File: config.mk
export PLATFORM = sky130hd
export DESIGN_NAME = spi_byte_front
export DESIGN_NICKNAME = d
export VERILOG_FILES = /design/src/rtl/spi_byte_front_pkg.sv /design/src/rtl/spi_fq_fifo.sv /design/src/rtl/spi_fq_xcnt.sv /design/src/rtl/spi_fq_irq.sv /design/src/rtl/spi_byte_front.sv
export SDC_FILE = /design/constraint.sdc
export NUM_CORES = 1
export LEC_CHECK = 0
export BUFFER_PORTS_ARGS = -buffer_cell sky130_fd_sc_hd__clkbuf_2
export CAP_MARGIN = 20
export CORE_MARGIN = 1.5
export CORE_UTILIZATION = 55
export CTS_BUF_LIST = sky130_fd_sc_hd__clkbuf_8
export CTS_CLUSTER_DIAMETER = 150
export DETAILED_ROUTE_END_ITERATION = 12
export PLACE_DENSITY = 0.8
export SLEW_MARGIN = 5
export SYNTH_ARGS = -nofsm -noshare
export SYNTH_HDL_FRONTEND = slang
export SYNTH_SLANG_ARGS = --single-unit
File: constraint.sdc
create_clock -name clk_i -period 2.6 [get_ports clk_i]
set_input_delay 0.52 -clock clk_i [delete_from_list [all_inputs] [get_ports clk_i]]
set_output_delay 0.52 -clock clk_i [all_outputs]
set_load 0.05 [all_outputs]
File: src/rtl/spi_byte_front_pkg.sv
`timescale 1ns/1ps
package spi_byte_front_pkg;
  localparam int unsigned NUM_FLAGS = 6;
  localparam int unsigned NUM_ERRS  = 3;

  localparam int unsigned ST_TX_SPACE = 0;
  localparam int unsigned ST_TX_HALF  = 1;
  localparam int unsigned ST_TX_DONE  = 2;
  localparam int unsigned ST_RX_DATA  = 3;
  localparam int unsigned ST_RX_HALF  = 4;
  localparam int unsigned ST_RX_DONE  = 5;

  // flag values with both FIFOs empty
  localparam logic [NUM_FLAGS-1:0] ST_RESET = 6'b000011;

  function automatic logic [7:0] flip_byte(input logic [7:0] b);
    logic [7:0] r;
    for (int i = 0; i < 8; i++) r[i] = b[7-i];
    return r;
  endfunction
endpackage

File: src/rtl/spi_fq_fifo.sv
`timescale 1ns/1ps
module spi_fq_fifo #(
  parameter int unsigned DW    = 8,
  parameter int unsigned DEPTH = 4,
  localparam int unsigned AW   = $clog2(DEPTH),
  localparam int unsigned CW   = $clog2(DEPTH + 1)
) (
  input  logic          clk_i,
  input  logic          rst_ni,
  input  logic          clr_i,
  input  logic          push_i,
  input  logic [DW-1:0] wdata_i,
  input  logic          pop_i,
  output logic [DW-1:0] rdata_o,
  output logic [CW-1:0] count_o,
  output logic          full_o,
  output logic          empty_o
);
  logic [DW-1:0] mem_q [DEPTH];
  logic [AW-1:0] wr_q, rd_q;
  logic [CW-1:0] cnt_q;
  logic          do_push, do_pop;

  assign full_o  = (cnt_q == CW'(DEPTH));
  assign empty_o = (cnt_q == '0);
  assign do_push = push_i && !full_o;
  assign do_pop  = pop_i && !empty_o;
  assign rdata_o = mem_q[rd_q];
  assign count_o = cnt_q;

  function automatic logic [AW-1:0] nxt(input logic [AW-1:0] p);
    return (p == AW'(DEPTH - 1)) ? '0 : p + AW'(1);
  endfunction

  always_ff @(posedge clk_i or negedge rst_ni) begin
    if (!rst_ni) begin
      wr_q  <= '0;
      rd_q  <= '0;
      cnt_q <= '0;
    end else if (clr_i) begin
      wr_q  <= '0;
      rd_q  <= '0;
      cnt_q <= '0;
    end else begin
      if (do_push) wr_q <= nxt(wr_q);
      if (do_pop)  rd_q <= nxt(rd_q);
      if (do_push && !do_pop)      cnt_q <= cnt_q + CW'(1);
      else if (do_pop && !do_push) cnt_q <= cnt_q - CW'(1);
    end
  end

  always_ff @(posedge clk_i) begin
    if (do_push && !clr_i) mem_q[wr_q] <= wdata_i;
  end


  fifo_bound_chk: assert property (@(posedge clk_i) disable iff (!rst_ni)
    cnt_q <= CW'(DEPTH));


  full_drop_chk: assert property (@(posedge clk_i) disable iff (!rst_ni)
    (push_i && full_o && !pop_i && !clr_i) |=> $stable(count_o));


  flush_empty_chk: assert property (@(posedge clk_i) disable iff (!rst_ni)
    clr_i |=> empty_o);
endmodule

File: src/rtl/spi_fq_xcnt.sv
`timescale 1ns/1ps
module spi_fq_xcnt #(
  parameter int unsigned CW = 16
) (
  input  logic          clk_i,
  input  logic          rst_ni,
  input  logic          start_i,
  input  logic          dma_i,
  input  logic [CW-1:0] target_i,
  input  logic          step_i,
  output logic          done_o
);
  logic [CW-1:0] cnt_q, tgt_q;
  logic          armed_q;

  always_ff @(posedge clk_i or negedge rst_ni) begin
    if (!rst_ni) begin
      cnt_q   <= '0;
      tgt_q   <= '0;
      armed_q <= 1'b0;
    end else if (start_i) begin
      cnt_q   <= '0;
      tgt_q   <= target_i;
      armed_q <= dma_i;
    end else if (armed_q && step_i && cnt_q != tgt_q) begin
      cnt_q <= cnt_q + CW'(1);
    end
  end

  // counters only terminate a DMA transfer
  assign done_o = dma_i && armed_q && (cnt_q == tgt_q);


  cnt_le_target_chk: assert property (@(posedge clk_i) disable iff (!rst_ni)
    armed_q |-> cnt_q <= tgt_q);
endmodule

File: src/rtl/spi_fq_irq.sv
`timescale 1ns/1ps
module spi_fq_irq
  import spi_byte_front_pkg::*;
#(
  parameter int unsigned NF = NUM_FLAGS,
  parameter int unsigned NE = NUM_ERRS,
  parameter logic [NF-1:0] RST_FLAGS = ST_RESET
) (
  input  logic             clk_i,
  input  logic             rst_ni,
  input  logic [NF-1:0]    status_i,
  input  logic [NE-1:0]    err_i,
  input  logic [NF-1:0]    mask_i,
  input  logic [NF+NE-1:0] clr_i,
  output logic [NF+NE-1:0] pend_o,
  output logic             irq_o
);
  logic [NF-1:0]    prev_q;
  logic [NF+NE-1:0] pend_q;

  always_ff @(posedge clk_i or negedge rst_ni) begin
    if (!rst_ni) begin
      prev_q <= RST_FLAGS;
      pend_q <= '0;
    end else begin
      prev_q <= status_i;
      pend_q <= (pend_q & ~clr_i) | {err_i, status_i & ~prev_q};
    end
  end

  assign pend_o = pend_q;
  // errors bypass the mask
  assign irq_o  = (|(pend_q[NF-1:0] & mask_i)) | (|pend_q[NF+:NE]);

  for (genvar k = 0; k < NE; k++) begin : g_err_chk

    err_pend_chk: assert property (@(posedge clk_i) disable iff (!rst_ni)
      err_i[k] |=> pend_o[NF+k]);
  end

  for (genvar k = 0; k < NF; k++) begin : g_edge_chk

    edge_pend_chk: assert property (@(posedge clk_i) disable iff (!rst_ni)
      $rose(status_i[k]) |=> pend_o[k]);
  end


  err_irq_chk: assert property (@(posedge clk_i) disable iff (!rst_ni)
    (err_i != '0) |=> irq_o);
endmodule

File: src/rtl/spi_byte_front.sv
`timescale 1ns/1ps
module spi_byte_front
  import spi_byte_front_pkg::*;
#(
  parameter int unsigned FIFO_DEPTH = 4,
  parameter int unsigned CNT_W      = 16
) (
  input  logic                     clk_i,
  input  logic                     rst_ni,
  input  logic                     cfg_dma_i,
  input  logic                     cfg_lsb_first_i,
  input  logic                     tx_flush_i,
  input  logic                     rx_flush_i,
  input  logic                     xfer_start_i,
  input  logic [CNT_W-1:0]         tx_count_i,
  input  logic [CNT_W-1:0]         rx_count_i,
  input  logic                     reg_wr_i,
  input  logic [7:0]               reg_wdata_i,
  input  logic                     reg_rd_i,
  output logic [7:0]               reg_rdata_o,
  input  logic                     dma_tx_valid_i,
  input  logic [7:0]               dma_tx_data_i,
  output logic                     dma_tx_ready_o,
  output logic                     dma_rx_valid_o,
  output logic [7:0]               dma_rx_data_o,
  input  logic                     dma_rx_ready_i,
  input  logic                     eng_tx_req_i,
  output logic [7:0]               eng_tx_data_o,
  input  logic                     eng_rx_valid_i,
  input  logic [7:0]               eng_rx_data_i,
  input  logic [NUM_FLAGS-1:0]     irq_mask_i,
  input  logic [NUM_FLAGS+NUM_ERRS-1:0] irq_clr_i,
  output logic [NUM_FLAGS-1:0]     status_o,
  output logic [NUM_FLAGS+NUM_ERRS-1:0] irq_pend_o,
  output logic                     irq_o
);
  localparam int unsigned FW   = $clog2(FIFO_DEPTH + 1);
  localparam logic [FW-1:0] DEP  = FW'(FIFO_DEPTH);
  localparam logic [FW-1:0] HALF = FW'(FIFO_DEPTH / 2);

  logic [FW-1:0] tx_cnt, rx_cnt;
  logic          tx_full, tx_empty, rx_full, rx_empty;
  logic          tx_push, tx_pop, rx_pop;
  logic [7:0]    tx_wdata, tx_head, rx_wdata, rx_head;
  logic          tx_done, rx_done;
  logic [NUM_ERRS-1:0] err;

  assign tx_push  = cfg_dma_i ? dma_tx_valid_i : reg_wr_i;
  assign tx_wdata = cfg_dma_i ? dma_tx_data_i  : reg_wdata_i;
  assign tx_pop   = eng_tx_req_i;
  assign rx_pop   = cfg_dma_i ? dma_rx_ready_i : reg_rd_i;
  assign rx_wdata = cfg_lsb_first_i ? flip_byte(eng_rx_data_i) : eng_rx_data_i;

  spi_fq_fifo #(.DW(8), .DEPTH(FIFO_DEPTH)) u_tx_fifo (
    .clk_i, .rst_ni,
    .clr_i   (tx_flush_i),
    .push_i  (tx_push),
    .wdata_i (tx_wdata),
    .pop_i   (tx_pop),
    .rdata_o (tx_head),
    .count_o (tx_cnt),
    .full_o  (tx_full),
    .empty_o (tx_empty)
  );

  spi_fq_fifo #(.DW(8), .DEPTH(FIFO_DEPTH)) u_rx_fifo (
    .clk_i, .rst_ni,
    .clr_i   (rx_flush_i),
    .push_i  (eng_rx_valid_i),
    .wdata_i (rx_wdata),
    .pop_i   (rx_pop),
    .rdata_o (rx_head),
    .count_o (rx_cnt),
    .full_o  (rx_full),
    .empty_o (rx_empty)
  );

  assign dma_tx_ready_o = cfg_dma_i && !tx_full;
  assign dma_rx_valid_o = cfg_dma_i && !rx_empty;
  assign dma_rx_data_o  = rx_head;
  assign reg_rdata_o    = rx_head;
  assign eng_tx_data_o  = cfg_lsb_first_i ? flip_byte(tx_head) : tx_head;

  spi_fq_xcnt #(.CW(CNT_W)) u_tx_xcnt (
    .clk_i, .rst_ni,
    .start_i  (xfer_start_i),
    .dma_i    (cfg_dma_i),
    .target_i (tx_count_i),
    .step_i   (eng_tx_req_i && !tx_empty),
    .done_o   (tx_done)
  );

  spi_fq_xcnt #(.CW(CNT_W)) u_rx_xcnt (
    .clk_i, .rst_ni,
    .start_i  (xfer_start_i),
    .dma_i    (cfg_dma_i),
    .target_i (rx_count_i),
    .step_i   (eng_rx_valid_i),
    .done_o   (rx_done)
  );

  always_comb begin
    status_o              = '0;
    status_o[ST_TX_SPACE] = !tx_full;
    status_o[ST_TX_HALF]  = (DEP - tx_cnt) >= HALF;
    status_o[ST_TX_DONE]  = tx_done;
    status_o[ST_RX_DATA]  = !rx_empty;
    status_o[ST_RX_HALF]  = rx_cnt >= HALF;
    status_o[ST_RX_DONE]  = rx_done;
  end

  // [0] register-write overflow, [1] engine underflow, [2] receive overflow
  assign err[0] = !cfg_dma_i && reg_wr_i && tx_full;
  assign err[1] = eng_tx_req_i && tx_empty;
  assign err[2] = eng_rx_valid_i && rx_full;

  spi_fq_irq #(.NF(NUM_FLAGS), .NE(NUM_ERRS), .RST_FLAGS(ST_RESET)) u_irq (
    .clk_i, .rst_ni,
    .status_i (status_o),
    .err_i    (err),
    .mask_i   (irq_mask_i),
    .clr_i    (irq_clr_i),
    .pend_o   (irq_pend_o),
    .irq_o    (irq_o)
  );


  reg_wr_dma_ignored_chk: assert property (@(posedge clk_i) disable iff (!rst_ni)
    (cfg_dma_i && reg_wr_i && !dma_tx_valid_i && !eng_tx_req_i && !tx_flush_i)
      |=> $stable(tx_cnt));
endmodule

==> summary.log <==
INFO  worst_setup_path worst-r2r-cell-count=7
INFO  min_path       hold_path_class=primary input to asynchronous set/reset pin
INFO  worst_setup_path crit_type=flip-flop to output port
INFO  logic_synthesis synth.distinct_cells=50
INFO  placed_design  weighted_congestion_reported_at_the_end_of_routability_driven_placement=0.8131
INFO  die            floorplan.initialDensity=55.99%
INFO  placed_design  numPlacedInstances=873
INFO  logic_synthesis synth_area=7711um^2
INFO  worst_setup_path critical_register_to_register_path_endpoint=u_tx_xcnt.cnt_q[14]
INFO  timing         max_slew_margin=57.89%
INFO  die            chipWidth=121.4um
INFO  finish         area_growth=17.31%
INFO  worst_setup_path critical_path.endpoint_type=output port
INFO  die            design.portCount=126
INFO  timing         final_total_negative_setup_slack=0ns
INFO  logic_synthesis synthCells=595
INFO  timing         clock_skew=0.01004ns
INFO  worst_setup_path cp_top_family=simple AND/OR/NAND/NOR gates
INFO  route          routed_wl=15420um
INFO  worst_setup_path crit_path_top_delay_cell=dfrtp_1
INFO  logic_synthesis synth_flop_cell=dfrtp_1
INFO  timing         fmax=392.3MHz
INFO  timing         worst_pin_slew=0.6316ns
INFO  logic_synthesis synthesis.nets=697
INFO  cts            cts_root_buf=clkbuf_8
INFO  timing         fin_crit_sh=98.04%
INFO  logic_synthesis postSynthAreaPerCell=12.96um^2
INFO  die            core_rows=43
INFO  pwr            power_per_cell_area=826.9nW/um^2
INFO  cts            cts_hold_repair.buffers=0
INFO  pwr            ir_drop=0.4242mV
INFO  finish         layout.nets=823
INFO  timing         grt_setup_unrepaired=true
INFO  worst_setup_path required_time_of_the_critical_path=2.08ns
INFO  route          mean_routed_wirelength_per_cell=16.87um
INFO  worst_setup_path timing.rr.start=u_tx_fifo.count_o[0]
INFO  pwr            static_leak=3.768nW
INFO  finish         layoutNonFillerInstCount=914
INFO  timing         final_count_of_hold_timing_violations=0
INFO  logic_synthesis synth.yosys.warnings=0
INFO  cts            clock_sink_count=158
INFO  finish         final_cell_area=9046um^2
INFO  timing         timing_max_transition_violations_final=0
INFO  finish         final_common_cell=clkbuf_2
INFO  flow_run       max-cap-violations=0
INFO  timing         period_needed=2.549ns
INFO  placed_design  portbufs=125
INFO  route          detail_route.first_pass.iterations=4
INFO  global_routing gr-total-overflow=0
INFO  worst_setup_path worst-path-max-fanout=5
INFO  finish         num_antenna_cells=0
INFO  finish         layout-drive-gt1-share=37.19%
INFO  finish         final_cell_mix=clkbuf_2, dfrtp_1, edfxtp_1, mux2_2, nor2_1
INFO  logic_synthesis synth_seq_area_share=55.46%
INFO  logic_synthesis number_of_synthesized_flops_with_an_enable_pin=64
INFO  logic_synthesis yosys_register_bits=158
INFO  placed_design  place_area=8459um^2
INFO  worst_setup_path worstPathCellList=xnor2_1 > nand4_1 > nor4_4 > nand3_2 > inv_2 > clkbuf_8
INFO  logic_synthesis portion_of_synthesized_cell_area_occupied_by_the_leading_cell_type=29.86%
INFO  logic_synthesis synth_largest_area_cell=dfrtp_1
INFO  global_routing antenna_found_initial=0
INFO  cts            clk-insertion-delay-late=0.45ns
INFO  route          vias=5124
INFO  worst_setup_path path_buf_inv=2
INFO  die            floorplan.die_area=14740um^2
INFO  cts            clock_tree_from_tritoncts=yes
INFO  die            core=13770um^2
INFO  cts            cts_buffers=17
INFO  cts            cts.clk_slew.worst_paths=0.08ns
INFO  worst_setup_path setup.worst_path.start_class=flip-flop
INFO  status         run_status=finished, final reports clean
INFO  cts            h-tree-depth=4
INFO  global_routing largest_net_degree_at_the_start_of_global_routing=84
INFO  global_routing global_route_wire_length_before_repair=24980um
INFO  die            floorplan.die.height=121.4um
INFO  worst_setup_path regToRegSetupSlack=0.12ns
INFO  placed_design  detailed_place_hpwl=11040um
INFO  global_routing groute.usage.overall=22.22%
INFO  worst_setup_path critical_path_arrival=2.03ns
INFO  cts            maximum_root_to_sink_buffer_count=2
INFO  global_routing number_of_global_route_vias_before_repair=5217
INFO  worst_setup_path critical-path-max-stage-delay=0.45ns
INFO  timing         setup_violations=0
INFO  logic_synthesis post_synth_main_area_contributors=dfrtp_1, edfxtp_1, mux2_2
INFO  route          drc_errors=0
INFO  route          route.antenna.remaining_nets=0
INFO  logic_synthesis asyncSetResetFlopFracSynth=59.49%
INFO  route          drt_first_iter_violations=408
INFO  route          via_per_inst=5.606
[final cells by class]
class	instances	area (um^2)
flip-flops and latches	158	4287
clock inverters	15	185.2
clock buffers	17	234.0
well taps	180	225.2
multi-input cells	371	3139
inverters	26	97.59
fillers	1030	4727
repair buffers	147	878.3
[power breakdown]
group,switching (W),leakage (nW),internal [W]
Clock,0.000936,0.210,0.000966
Sequential,0.000223,1.78,0.00286
Combinational,0.00160,1.78,0.000904
[worst max-delay path by stage]
| stage | startpoint | to | slack [ns] | cells after the start |
|---|---|---|---|---|
| 6_report | u_rx_xcnt.cnt_q[12] | status_o[5] | 0.05 | 6 |
| 2_1_floorplan | cfg_dma_i | dma_rx_valid_o | 0.34 | 3 |
| 3_5_place_dp | u_tx_fifo.count_o[0] | u_tx_xcnt.cnt_q[14] | 0.21 | 7 |
| 5_1_grt | u_rx_xcnt.cnt_q[13] | status_o[5] | -0.05 | 6 |
| 3_3_place_gp | u_tx_fifo.count_o[0] | u_tx_xcnt.cnt_q[8] | 0.39 | 7 |
| 4_1_cts | u_tx_fifo.rd_q[0] | eng_tx_data_o[2] | 0.0002 | 4 |
[synth_stat cells (all sizes together), types with 3 or more instances]
master and count:
clkbuf 14, nor4 3, mux4 16, nand2 11
nand2b 5, or4 10, a21oi 18, buf 26
and3 9, nor2 38, a22oi 3, nor2b 19
o21ai 7, edfxtp 64, and4 4, dfrtp 92
inv 26, and2 8, nand4 12, or3 3
mux2i 8, nand3 22, o22ai 7, o31ai 11
xnor2 37, nor3 14, nor3b 3, mux2 73
ha 16
[metrics by stage]
step	hold WS [ns]	worst slack (ns)	util, %	total power, W
finish	0.08504	0.05088	65.68	0.007480
floorplan	0.2244	0.3421	-	0.004907
global route	0.1146	-0.04575	65.68	0.007865
detailed placement	0.4142	0.2074	61.42	0.005468
CTS	0.08699	0.0001943	64.84	0.007465
global placement	0.4163	0.3874	61.42	0.005369
[state kept, by name, indices dropped and copies added, names as in the netlist]
| signal | flops |
|---|---|
| u_rx_fifo.mem_q | 32 |
| u_tx_fifo.mem_q | 32 |
| u_rx_xcnt.cnt_q | 16 |
| u_rx_xcnt.tgt_q | 16 |
| u_tx_xcnt.cnt_q | 16 |
| u_tx_xcnt.tgt_q | 16 |
| u_irq.pend_o | 9 |
| u_irq.prev_q | 6 |
| u_rx_fifo.count_o | 3 |
| u_tx_fifo.count_o | 3 |
| u_rx_fifo.rd_q | 2 |
| u_rx_fifo.wr_q | 2 |
| u_tx_fifo.rd_q | 2 |
| u_tx_fifo.wr_q | 2 |
| u_tx_xcnt.armed_q | 1 |
[layer usage]
layer | vias to the layer above | track usage, % | routed length, um
li1 | 2406 | - | -
met1 | 2548 | 28.47 | 6542
met2 | 141 | 36.51 | 7872
met3 | 29 | 4.793 | 656
met4 | 0 | 9.706 | 347
met5 | - | 0 | 0
[cells by family (layout without fill, tap and decap cells)]
group,count (synthesis),in the layout,synth area share (%)
AO/OA/AOI/OAI,53,53,4.251
XOR/XNOR,38,38,4.316
adder cells (fa/ha/maj),18,18,3.115
buffers and inverters,66,205,4.056
flip-flops,158,158,55.46
multiplexers,97,97,16.42
AND/OR/NAND/NOR,165,165,12.38
[timing repair]
action / in CTS / in global routing
hold endpoints to repair: 0 / 0
setup endpoints to repair: 11 / 27
pin swaps: 0 / 6
setup buffers: 1 / 7
resized for setup: 16 / 22
cloned: 0 / 1
Note: power is estimated with default switching activity, not from simulation.
